**config.mk**
```make
export PLATFORM = sky130hd
export DESIGN_NAME = tlb_xlate
export DESIGN_NICKNAME = d
export VERILOG_FILES = /design/src/rtl/tlb_pkg.sv /design/src/rtl/tlb_perm_chk.sv /design/src/rtl/tlb_victim_sel.sv /design/src/rtl/tlb_entry_array.sv /design/src/rtl/tlb_xlate.sv
export SDC_FILE = /design/constraint.sdc
export NUM_CORES = 1
export LEC_CHECK = 0
export BUFFER_PORTS_ARGS = -buffer_cell sky130_fd_sc_hd__clkbuf_2
export CAP_MARGIN = 20
export CORE_MARGIN = 1
export CORE_UTILIZATION = 55
export CTS_CLUSTER_SIZE = 8
export DETAILED_ROUTE_END_ITERATION = 8
export PLACE_DENSITY = 0.77
export SKIP_CTS_REPAIR_TIMING = 1
export SYNTH_ARGS = -nofsm -noshare
export SYNTH_HDL_FRONTEND = slang
export SYNTH_SLANG_ARGS = --single-unit
```
**constraint.sdc**
```tcl
create_clock -name clk -period 7.1 [get_ports clk]
set_clock_uncertainty 0.05 [all_clocks]
set_input_delay 0.355 -clock clk [delete_from_list [all_inputs] [get_ports clk]]
set_output_delay 0.355 -clock clk [all_outputs]
set_load 0.03 [all_outputs]
```
**src/rtl/tlb_pkg.sv**
```systemverilog
package tlb_pkg;

  typedef enum logic [1:0] {
    ACC_READ  = 2'd0,
    ACC_WRITE = 2'd1,
    ACC_EXEC  = 2'd2,
    ACC_RSVD  = 2'd3
  } acc_e;

  localparam int PERM_R = 2;
  localparam int PERM_W = 1;
  localparam int PERM_X = 0;

  function automatic logic perm_allows(input logic [2:0] perm, input logic [1:0] acc);
    logic ok;
    case (acc)
      ACC_WRITE: ok = perm[PERM_W];
      ACC_EXEC:  ok = perm[PERM_X];
      default:   ok = perm[PERM_R];
    endcase
    return ok;
  endfunction

endpackage

```
**src/rtl/tlb_perm_chk.sv**
```systemverilog
module tlb_perm_chk
  import tlb_pkg::*;
(
  input  logic [2:0] perm,
  input  logic [1:0] acc,
  output logic       allow,
  output logic       is_write
);

  always_comb begin
    allow    = perm_allows(perm, acc);
    is_write = (acc == ACC_WRITE);
  end

endmodule

```
**src/rtl/tlb_victim_sel.sv**
```systemverilog
module tlb_victim_sel #(
  parameter int N     = 8,
  parameter int IDX_W = $clog2(N)
) (
  input  logic             clk,
  input  logic             rst_n,
  input  logic [N-1:0]     valid_vec,
  input  logic             adv,
  output logic [IDX_W-1:0] victim_idx
);

  logic [IDX_W-1:0] rr_q, rr_d;
  logic [IDX_W-1:0] free_idx;
  logic             free_any;

  // lowest-index invalid entry
  always_comb begin
    free_any = 1'b0;
    free_idx = '0;
    for (int i = N - 1; i >= 0; i--) begin
      if (!valid_vec[i]) begin
        free_any = 1'b1;
        free_idx = IDX_W'(i);
      end
    end
  end

  always_comb begin
    rr_d = rr_q;
    if (adv) begin
      rr_d = (rr_q == IDX_W'(N - 1)) ? '0 : rr_q + 1'b1;
    end
    victim_idx = free_any ? free_idx : rr_q;
  end

  always_ff @(posedge clk or negedge rst_n) begin
    if (!rst_n) begin
      rr_q <= '0;
    end else begin
      rr_q <= rr_d;
    end
  end

  // a free slot is always preferred over a live one
  p_victim_free_r7: assert property (@(posedge clk) disable iff (!rst_n)
    (!(&valid_vec)) |-> !valid_vec[victim_idx]);

  // pointer stays inside the table
  p_rr_range_r7: assert property (@(posedge clk) disable iff (!rst_n)
    32'(rr_q) < N);

endmodule

```
**src/rtl/tlb_entry_array.sv**
```systemverilog
module tlb_entry_array #(
  parameter int N     = 8,
  parameter int VPN_W = 20,
  parameter int PFN_W = 20,
  parameter int IDX_W = $clog2(N)
) (
  input  logic             clk,
  input  logic             rst_n,
  input  logic             flush,
  // lookup
  input  logic [VPN_W-1:0] lk_vpn,
  output logic             hit_any,
  output logic [IDX_W-1:0] hit_idx,
  output logic [PFN_W-1:0] hit_pfn,
  output logic [2:0]       hit_perm,
  // modified-bit update
  input  logic             mark_we,
  input  logic [IDX_W-1:0] mark_idx,
  // fill
  input  logic             fill_we,
  input  logic [IDX_W-1:0] fill_idx,
  input  logic [VPN_W-1:0] fill_vpn,
  input  logic [PFN_W-1:0] fill_pfn,
  input  logic [2:0]       fill_perm,
  input  logic             fill_dirty,
  // victim readout
  output logic [N-1:0]     valid_vec,
  output logic             vic_valid,
  output logic [VPN_W-1:0] vic_vpn,
  output logic             vic_dirty
);

  logic [N-1:0]     valid_q, valid_d;
  logic [N-1:0]     dirty_q, dirty_d;
  logic [N-1:0]     load;
  logic [N-1:0]     match;
  logic [VPN_W-1:0] vpn_q  [N];
  logic [PFN_W-1:0] pfn_q  [N];
  logic [2:0]       perm_q [N];

  // one comparator per entry, all in parallel
  for (genvar g = 0; g < N; g++) begin : g_cmp
    assign match[g] = valid_q[g] && (vpn_q[g] == lk_vpn);
  end

  always_comb begin
    hit_any = 1'b0;
    hit_idx = '0;
    for (int i = N - 1; i >= 0; i--) begin
      if (match[i]) begin
        hit_any = 1'b1;
        hit_idx = IDX_W'(i);
      end
    end
    hit_pfn  = pfn_q[hit_idx];
    hit_perm = perm_q[hit_idx];
  end

  // next state: fill beats modified-bit update, flush beats everything for valid
  always_comb begin
    for (int i = 0; i < N; i++) begin
      load[i]    = fill_we && (fill_idx == IDX_W'(i));
      valid_d[i] = valid_q[i];
      dirty_d[i] = dirty_q[i];
      if (mark_we && (mark_idx == IDX_W'(i))) dirty_d[i] = 1'b1;
      if (load[i]) begin
        valid_d[i] = 1'b1;
        dirty_d[i] = fill_dirty;
      end
      if (flush) valid_d[i] = 1'b0;
    end
  end

  always_ff @(posedge clk or negedge rst_n) begin
    if (!rst_n) begin
      valid_q <= '0;
      dirty_q <= '0;
    end else begin
      valid_q <= valid_d;
      dirty_q <= dirty_d;
    end
  end

  // payload without reset, enabled per entry
  always_ff @(posedge clk) begin
    for (int i = 0; i < N; i++) begin
      if (load[i]) begin
        vpn_q[i]  <= fill_vpn;
        pfn_q[i]  <= fill_pfn;
        perm_q[i] <= fill_perm;
      end
    end
  end

  always_comb begin
    valid_vec = valid_q;
    vic_valid = valid_q[fill_idx];
    vic_vpn   = vpn_q[fill_idx];
    vic_dirty = dirty_q[fill_idx];
  end

  // a flush leaves no live entry behind
  p_flush_empty_r9: assert property (@(posedge clk) disable iff (!rst_n)
    flush |=> (valid_vec == '0));

  // a filled slot is live afterwards unless flushed
  p_fill_live_r6: assert property (@(posedge clk) disable iff (!rst_n)
    (fill_we && !flush) |=> valid_vec[$past(fill_idx)]);

endmodule

```
**src/rtl/tlb_xlate.sv**
```systemverilog
module tlb_xlate
  import tlb_pkg::*;
#(
  parameter int NUM_ENTRIES = 8,
  parameter int VA_W        = 32,
  parameter int PA_W        = 32,
  parameter int OFFS_W      = 12
) (
  input  logic                     clk,
  input  logic                     rst_n,
  input  logic                     flush,
  input  logic                     req_valid,
  input  logic [VA_W-1:0]          req_vaddr,
  input  logic [1:0]               req_acc,
  input  logic                     fill_valid,
  input  logic [VA_W-OFFS_W-1:0]   fill_vpn,
  input  logic [PA_W-OFFS_W-1:0]   fill_pfn,
  input  logic [2:0]               fill_perm,
  input  logic                     fill_dirty,
  output logic                     rsp_valid,
  output logic                     rsp_hit,
  output logic                     rsp_miss,
  output logic                     rsp_fault,
  output logic [PA_W-1:0]          rsp_paddr,
  output logic                     wb_valid,
  output logic [VA_W-OFFS_W-1:0]   wb_vpn,
  output logic                     wb_dirty
);

  localparam int VPN_W = VA_W - OFFS_W;
  localparam int PFN_W = PA_W - OFFS_W;
  localparam int IDX_W = (NUM_ENTRIES > 1) ? $clog2(NUM_ENTRIES) : 1;

  logic [VPN_W-1:0]   lk_vpn;
  logic               hit_any;
  logic [IDX_W-1:0]   hit_idx;
  logic [PFN_W-1:0]   hit_pfn;
  logic [2:0]         hit_perm;
  logic               allow;
  logic               is_write;
  logic               mark_we;
  logic               fill_fire;
  logic [IDX_W-1:0]   victim_idx;
  logic [NUM_ENTRIES-1:0] valid_vec;
  logic               vic_valid;
  logic [VPN_W-1:0]   vic_vpn;
  logic               vic_dirty;

  assign lk_vpn = req_vaddr[VA_W-1:OFFS_W];

  tlb_entry_array #(
    .N(NUM_ENTRIES), .VPN_W(VPN_W), .PFN_W(PFN_W), .IDX_W(IDX_W)
  ) u_arr (
    .clk        (clk),
    .rst_n      (rst_n),
    .flush      (flush),
    .lk_vpn     (lk_vpn),
    .hit_any    (hit_any),
    .hit_idx    (hit_idx),
    .hit_pfn    (hit_pfn),
    .hit_perm   (hit_perm),
    .mark_we    (mark_we),
    .mark_idx   (hit_idx),
    .fill_we    (fill_fire),
    .fill_idx   (victim_idx),
    .fill_vpn   (fill_vpn),
    .fill_pfn   (fill_pfn),
    .fill_perm  (fill_perm),
    .fill_dirty (fill_dirty),
    .valid_vec  (valid_vec),
    .vic_valid  (vic_valid),
    .vic_vpn    (vic_vpn),
    .vic_dirty  (vic_dirty)
  );

  tlb_perm_chk u_perm (
    .perm     (hit_perm),
    .acc      (req_acc),
    .allow    (allow),
    .is_write (is_write)
  );

  tlb_victim_sel #(.N(NUM_ENTRIES), .IDX_W(IDX_W)) u_vic (
    .clk        (clk),
    .rst_n      (rst_n),
    .valid_vec  (valid_vec),
    .adv        (fill_fire),
    .victim_idx (victim_idx)
  );

  assign fill_fire = fill_valid && !flush;
  assign mark_we   = req_valid && hit_any && allow && is_write;

  // response next state
  logic            rsp_valid_d, rsp_hit_d, rsp_miss_d, rsp_fault_d;
  logic [PA_W-1:0] rsp_paddr_d;
  logic            wb_valid_d;

  always_comb begin
    rsp_valid_d = req_valid;
    rsp_hit_d   = req_valid && hit_any && allow;
    rsp_fault_d = req_valid && hit_any && !allow;
    rsp_miss_d  = req_valid && !hit_any;
    rsp_paddr_d = rsp_hit_d ? {hit_pfn, req_vaddr[OFFS_W-1:0]} : '0;
    wb_valid_d  = fill_fire && vic_valid;
  end

  always_ff @(posedge clk or negedge rst_n) begin
    if (!rst_n) begin
      rsp_valid <= 1'b0;
      rsp_hit   <= 1'b0;
      rsp_miss  <= 1'b0;
      rsp_fault <= 1'b0;
      rsp_paddr <= '0;
      wb_valid  <= 1'b0;
      wb_vpn    <= '0;
      wb_dirty  <= 1'b0;
    end else begin
      rsp_valid <= rsp_valid_d;
      rsp_hit   <= rsp_hit_d;
      rsp_miss  <= rsp_miss_d;
      rsp_fault <= rsp_fault_d;
      rsp_paddr <= rsp_paddr_d;
      wb_valid  <= wb_valid_d;
      if (wb_valid_d) begin
        wb_vpn   <= vic_vpn;
        wb_dirty <= vic_dirty;
      end
    end
  end

  // response follows request by one cycle
  p_rsp_follow_r4: assert property (@(posedge clk) disable iff (!rst_n)
    rsp_valid == $past(req_valid));

  // one outcome per response
  p_rsp_onehot_r4: assert property (@(posedge clk) disable iff (!rst_n)
    rsp_valid |-> ($countones({rsp_hit, rsp_miss, rsp_fault}) == 1));

  // quiet when idle
  p_rsp_idle_r4: assert property (@(posedge clk) disable iff (!rst_n)
    !rsp_valid |-> !(rsp_hit || rsp_miss || rsp_fault));

  // offset passes through untranslated
  p_offs_pass_r1: assert property (@(posedge clk) disable iff (!rst_n)
    rsp_hit |-> (rsp_paddr[OFFS_W-1:0] == $past(req_vaddr[OFFS_W-1:0])));

  // no address on a fault
  p_fault_noaddr_r2: assert property (@(posedge clk) disable iff (!rst_n)
    rsp_fault |-> (rsp_paddr == '0));

  // writeback only after an accepted fill
  p_wb_cause_r8: assert property (@(posedge clk) disable iff (!rst_n)
    wb_valid |-> ($past(fill_valid) && !$past(flush)));

  // a flush cycle never evicts
  p_flush_nowb_r9: assert property (@(posedge clk) disable iff (!rst_n)
    $past(flush) |-> !wb_valid);

endmodule

```
==> results of run 1 <==
==> power by group through the flow <==
| stage | sequential (mW) | combinational [mW] | clock [mW] |
|---|---|---|---|
| after global routing | 2.76 | 0.396 | 2.68 |
| after CTS | 2.76 | 0.350 | 2.58 |
| final | 2.76 | 0.369 | 2.56 |
| after floorplan | 2.82 | 0.204 | 0 |
| after global placement | 2.80 | 0.340 | 0 |
| after detailed placement | 2.81 | 0.347 | 0 |
==> routing by layer <==
metal	vias up	wire length, um	share of wire
li1	4821	-	-
met1	5504	18300	0.40
met2	653	21300	0.46
met3	99	4940	0.11
met4	2	1260	0.028
met5	-	13	0.00028
==> layout make-up <==
type | count | area [um2] | area share
sequential | 421 | 12300 | 0.578
multi-input combinational | 655 | 5370 | 0.253
clock buffer | 105 | 1630 | 0.0768
timing repair buffer | 194 | 1200 | 0.0566
tap | 442 | 553 | 0.0261
clock inverter | 3 | 90.1 | 0.00425
inverter | 24 | 90.1 | 0.00425
antenna | 2 | 5.00 | 0.000236
==> kinds of logic (layout without fill, tap and decap cells) <==
family	count (synthesis)	in the layout
other cells	0	2
fa+ha+maj	4	4
mux	105	105
compound gates	166	166
xor+xnor	160	160
buf+inv	91	326
flops	421	421
simple gates	220	220
==> how the worst max path moves through the flow <==
stage | start | to | slack [ns] | depth (start not counted)
2_1_floorplan | u_arr.valid_vec[7] | u_arr.perm_q[7][0] | 3.96 | 9
3_3_place_gp | req_vaddr[30] | rsp_paddr[3] | 1.90 | 13
3_5_place_dp | req_vaddr[22] | rsp_paddr[8] | 1.76 | 13
4_1_cts | u_arr.vpn_q[2][1] | rsp_paddr[8] | 1.83 | 12
5_1_grt | u_arr.vpn_q[2][1] | rsp_paddr[0] | 1.38 | 12
6_report | u_arr.vpn_q[2][1] | rsp_paddr[8] | 1.70 | 12
==> cell usage in the layout (no fill, tap or decap), drive strengths merged, types with 9 or more instances in the layout <==
master         n
o221ai         9
dfrtp         77
edfxtp       344
o22ai         26
nand4         26
mux2i         58
xor2          71
a21oi         79
mux4          43
nor2          56
nor4          22
nor3          14
and2          19
xnor2         89
dlygate4sd3   36
o21ai         13
nand2         37
buf           19
nand3         22
inv           24
clkbuf       244
==> registers in the layout, indices dropped and copies added, names as in the netlist <==
register and flops:
u_arr.perm_q 24, wb_dirty 1, rsp_paddr 32, u_vic.rr_q 3
u_arr.pfn_q 160, wb_vpn 20, u_arr.valid_vec 8, rsp_miss 1
rsp_hit 1, u_arr.vpn_q 160, wb_valid 1, u_arr.dirty_q 8
rsp_valid 1, rsp_fault 1
==> cell usage after synthesis (all sizes together) (5+ instances only) <==
| cell type | instances |
|---|---|
| a21oi | 79 |
| edfxtp | 344 |
| buf | 41 |
| o22ai | 26 |
| o221a | 5 |
| nor2 | 56 |
| dfrtp | 77 |
| xor2 | 71 |
| nand2b | 6 |
| mux2i | 58 |
| nand2 | 37 |
| xnor2 | 89 |
| inv | 24 |
| clkbuf | 26 |
| nand4 | 26 |
| nor3 | 14 |
| nand3 | 22 |
| and2 | 19 |
| mux4 | 43 |
| a311oi | 5 |
| o21ai | 13 |
| o22a | 5 |
| o221ai | 9 |
| nor4 | 22 |
==> worst max-delay path: cells and delay by family, from the launching register on <==
family	cells	cell delay [ns]
compound gates	3	1.54
xor+xnor	1	0.34
buf+inv	2	0.78
flops	1	0.42
simple gates	6	2.11
==> metrics by stage <==
stage	instance area, um2	hold WS [ns]	worst slack, ns	util	total power, mW
2_1_floorplan	18100	0.00941	3.96	-	3.02
3_3_place_gp	19100	0.249	1.90	0.589	3.14
3_5_place_dp	19100	0.258	1.76	0.589	3.15
4_1_cts	20800	-0.361	1.83	0.642	5.69
5_1_grt	21200	0.000596	1.38	0.653	5.84
6_report	21200	-0.0242	1.70	0.653	5.69
==> impl_metrics.yaml, run 1 <==
yosys:
  synth_top_area_share: 0.571
  synth.mux.area_fraction: 0.0884
  synthSimpleGateAreaFrac: 0.0659
  syn_area_mm2: 0.0181
  synth_xor_area_frac: 0.0775
  synth_top_family_by_area: "multiplexers"
  ys_seq_elements: 421
  synthDominantAreaCellType: "edfxtp_1"
  synth_edf_count: 344
  synth-compound-area-share: 0.0608
  syn_avg_cell_area_um2: 15.5
  seq_area_frac_synth: 0.678
  synth_nets: 1254
  synthCells: 1167
  yosys_warnings: 0
  synth_cell_types: 65
  synth_fa_ha_area_frac: 0.00277
  async_flop_share: 0.183
  synth.area.top_cells: "edfxtp_1 (57%), dfrtp_1 (11%), mux4_2 (5.4%)"
  ys.flop_type: "edfxtp_1"
final_layout:
  synthToLayoutAreaGrowth_pct: 17.2
  nNetsFinal: 1441
  nFillCells: 2260
  finalNonFillerCells: 1846
  drive_gt1_frac: 0.218
setup_path:
  crit_required_ns: 7.52
  critPathMaxFanout: 31
  rr_worst_depth: 12
  reg2reg_from: "u_arr.vpn_q[2][1]"
  r2r-end: "rsp_paddr[8]"
  cp_slowest_cell: "o21ai_4"
  endpoint_kind: "flop"
  path_cells: "xnor2_1 -> nand4_1 -> nor4_1 -> nand4_1 -> o311a_1 -> o21ai_4 -> inv_1 -> o221ai_1 -> nand4bb_1 -> nand3_4 -> inv_2 -> and2_1"
  cp_data_arrival_time_ns: 5.82
  crit_top_cell: "nand4_1"
  ff2ff_setup_slack_ns: 1.70
  cp_slowest_stage_delay_ns: 0.83
  start_kind: "flop"
  critPathKind: "flop to flop"
floorplan:
  die_w_um: 183
  die_area_mm2: 0.0336
  ios: 141
  std_cell_rows: 66
  start_util: 0.557
  die_y_um: 183
  core_area_mm2: 0.0325
cts:
  clkTransAtPathRegs_ns: 0.05
  cts_sinks: 421
  htreeDepth: 2
  ctsLongestPathBuffers: 3
  root_buffer: "clkbuf_16"
  clock_latency_ns: 0.60
  cts_made_buffers: 58
  cts_tree: "yes"
global_route:
  grt_pass1_wl_mm: 67.5
  met3_usage: 0.0635
  grt.total_usage: 0.275
  overflow: 0
  grt_pass1_vias: 11100
  use_met1: 0.384
  use_met2: 0.424
  antenna_found_initial: 3
  grt.busiest_layer: "met2"
  grt_max_degree: 55
sta:
  finalHoldViolCount: 29
  tns_ns: 0
  setup_viol: 0
  slew_violations: 0
  whs_ns: -0.0242
  finalCritPeriodShare: 0.760
  min_period_ns: 5.40
  rsz0062_at_grt: "no"
  max_slew_margin: 0.342
  worst_slew_pin_slew_ns: 0.984
  fmaxAchievable_mhz: 185
placement:
  gp_congestion: 1.00
  io_buffers: 140
  dp_hpwl_mm: 28.0
  dp.cells: 1700
run_status:
  status: "finished, violations left"
  violations: "hold timing"
worst_hold_path:
  holdPathStages: 1
  hp-class: "primary input to flop"
  min_from: "fill_vpn[5]"
  min_to: "u_arr.vpn_q[1][5]"
power:
  power_density_mw_per_mm2: 268
  ir_drop_mv: 0.195
  net-switching-power_mw: 1.27
  clkPwrFrac: 0.450
  p_int_mw: 4.42
  power_frac_seq: 0.485
  sw_frac_of_total: 0.224
  leakage_nw: 7.64
  p_comb_frac: 0.065
routing:
  wirelength_mm: 45.8
  post-route-drc-count: 0
  drt_iter0_drc: 1155
  num_vias: 11100
  wire_per_inst_um: 24.8
  firstDrtPassIters: 5
  ant_nets: 0
  vias_per_cell: 6.00
job:
  maxCapViolCount: 0
No activity file was read; power rests on OpenSTA's default activity.
==> run 2: changes to the inputs <==
ABC_AREA = 1   (was not set)
PLACE_DENSITY = 0.8   (was 0.77)
clock period = 4.8 ns   (was 7.1 ns; I/O delays follow)
==> run 2 against run 1 <==
Net effect:
- the run now ends clean
- total power increased by 54%
- design area is 9.9% higher
- synthesized cell count up 70%
- flip-flop and latch count stayed put
- clock-buffer cell count decreased by 1
- critical path depth increased by 2
- combinational power increased by 120%
- global-route usage rose by 14 points
- largest cell class unchanged
- highest routed layer unchanged
==> impl_metrics.yaml, run 2 <==
global_route:
  overflow: 0
  grt_pass1_wl_mm: 107
  antenna_found_initial: 4
  grt.total_usage: 0.419
  grt_pass1_vias: 15900
  grt_max_degree: 45
yosys:
  synth_edf_count: 344
  ys_seq_elements: 421
  yosys_warnings: 0
  synthCells: 1980
  synthDominantAreaCellType: "edfxtp_1"
  ys.flop_type: "edfxtp_1"
  synth_cell_types: 53
  synth.area.top_cells: "edfxtp_1 (53%), dfrtp_1 (9.8%), nand2_1 (8.4%)"
  synth_top_area_share: 0.526
  syn_avg_cell_area_um2: 9.93
  ys_top_cells_by_count: "nand2_1 (439), edfxtp_1 (344), nor2_1 (265), inv_1 (208), o21ai_0 (129)"
  seq_area_frac_synth: 0.624
  async_flop_share: 0.183
  synth.most_common_cell: "nand2_1"
  synth_nets: 2067
  syn_area_mm2: 0.0197
cts:
  clock_latency_ns: 0.65
  cts_made_buffers: 58
  cts_sinks: 421
  clkTransAtPathRegs_ns: 0.06
  cts_tree: "yes"
  htreeDepth: 2
  ctsLongestPathBuffers: 3
  root_buffer: "clkbuf_16"
setup_path:
  cp_slowest_stage_delay_ns: 0.68
  crit_required_ns: 5.29
  endpoint_kind: "flop"
  rr_worst_depth: 14
  path_delay_family: "simple AND/OR/NAND/NOR gates"
  cp_slowest_cell: "inv_1"
  critPathKind: "flop to flop"
  start_kind: "flop"
  r2r-end: "rsp_paddr[19]"
  timing.critical_path.buf_inv: 3
  critPathMaxFanout: 20
  reg2reg_from: "u_arr.vpn_q[1][14]"
  path_cells: "xnor2_1 -> nand4_1 -> nor4_1 -> nand4_1 -> nand2_1 -> inv_1 -> nand2_1 -> nor2_1 -> inv_1 -> buf_4 -> o22ai_1 -> o21ai_0 -> o21ai_0 -> nor2_2"
  cp_data_arrival_time_ns: 4.80
  startpoint: "u_arr.vpn_q[1][14]"
  ff2ff_setup_slack_ns: 0.50
routing:
  post-route-drc-count: 0
  vias_per_cell: 6.31
  wire_per_inst_um: 29.2
  drt_iter0_drc: 2269
  num_vias: 17100
  firstDrtPassIters: 8
  wirelength_mm: 79.2
  ant_nets: 0
final_layout:
  synthToLayoutAreaGrowth_pct: 18.5
  drive_gt1_frac: 0.142
  layout_common_cells: "nand2_1 (439), edfxtp_1 (344), nor2_1 (256)"
  reg.largest.list: "u_arr.pfn_q x160, u_arr.vpn_q x160, rsp_paddr x32"
  nNetsFinal: 2292
  seq_area_mm2: 0.0123
  nFillCells: 2574
  multiInputGateArea_mm2: 0.00624
  finalNonFillerCells: 2709
  mostFrequentLayoutCell: "nand2_1"
power:
  power_density_mw_per_mm2: 377
  ir_drop_mv: 0.462
  leakage_nw: 9.63
floorplan:
  die_y_um: 191
  ios: 141
  die_w_um: 191
  die_area_mm2: 0.0365
  start_util: 0.563
  std_cell_rows: 68
  core_area_mm2: 0.0349
job:
  maxCapViolCount: 0
placement:
  gp_congestion: 1.10
  io_buffers: 140
  dp_hpwl_mm: 53.8
  dp.cells: 2539
sta:
  setup_viol: 0
  rsz0062_at_grt: "no"
  worst_slew_pin_slew_ns: 1.07
  tns_ns: 0
  finalHoldViolCount: 0
  fmaxAchievable_mhz: 232
  finalCritPeriodShare: 0.897
  max_slew_margin: 0.283
  slew_violations: 0
  min_period_ns: 4.30
run_status:
  status: "finished clean"
worst_hold_path:
  hp-class: "primary input to asynchronous set/reset pin"
-- run 2: cell count changes after synthesis, moves of 17 or more --
cell / before / now
nand3_1: 21 / 53
a21oi_1: 79 / 34
nor2_2: 0 / 31
nor2_1: 56 / 265
and2_1: 18 / 1
xor2_1: 71 / 11
o21ai_0: 12 / 129
mux4_2: 43 / 0
o22ai_1: 26 / 102
mux2i_1: 58 / 0
nand2_1: 37 / 439
inv_1: 23 / 208
xnor2_1: 89 / 34
-- run 2: how the worst max path moves through the flow --
stage	slack, ns	endpoint	cells after the start
3_3_place_gp	1.04	rsp_paddr[16]	17
5_1_grt	0.54	rsp_paddr[19]	14
3_5_place_dp	0.97	rsp_paddr[0]	22
6_report	0.50	rsp_paddr[19]	14
2_1_floorplan	0.76	u_arr.dirty_q[1]	14
4_1_cts	0.94	rsp_paddr[12]	14
-- run 2: kinds of logic (layout without fill, tap and decap cells) --
family / count (synthesis) / count (layout) / share of synthesized area
other: 0 / 1 / 0
AO/OA/AOI/OAI: 321 / 321 / 0.0966
AND/OR/NAND/NOR: 895 / 895 / 0.195
buffers and inverters: 294 / 567 / 0.0618
flip-flops: 421 / 421 / 0.624
XOR/XNOR: 45 / 45 / 0.0201
adder cells (fa/ha/maj): 4 / 4 / 0.00255
-- run 2: routing by layer --
layer	track usage	part of all wire	vias to the layer above
met5	0	0.00043	-
met4	0.198	0.053	6
met3	0.108	0.12	293
met2	0.664	0.46	1475
met1	0.538	0.36	8112
li1	-	-	7207
-- run 2: worst register-to-register path: cells and delay by family (launching register included) --
family                    cells  cell delay [ns]
buffers and inverters         3             1.10
DFF                           1             0.40
AOI/OAI and AO/OA             3             0.72
and+or+nand+nor               7             1.54
xor gates and xnor gates      1             0.42
-- run 2: per-stage QoR --
stage	util	area (um2)	hold WS [ns]	power (mW)	worst slack [ns]
after global placement	0.600	20900	0.202	4.85	1.04
after floorplan	-	19700	-0.106	4.51	0.763
after detailed placement	0.600	20900	0.208	4.86	0.974
after CTS	0.649	22700	-0.447	8.65	0.936
final	0.667	23300	0.0867	8.78	0.496
after global routing	0.667	23300	0.106	8.96	0.537
-- run 2: power by group --
group	leakage [nW]	switching [mW]	internal (mW)	total (mW)
clock network	0.806	1.62	2.28	3.90
logic	4.68	0.570	0.228	0.798
registers	4.14	0.0420	4.03	4.08
total	9.63	2.24	6.54	8.78
-- run 2: layout make-up --
cell class                 instances  share of cell area
antenna                            1            0.000107
clock buffer                     104              0.0698
clock inverter                     4             0.00365
inverter                         225              0.0364
multi-input combinational       1265               0.268
sequential                       421               0.526
tap                              455              0.0245
timing repair buffer             234              0.0710
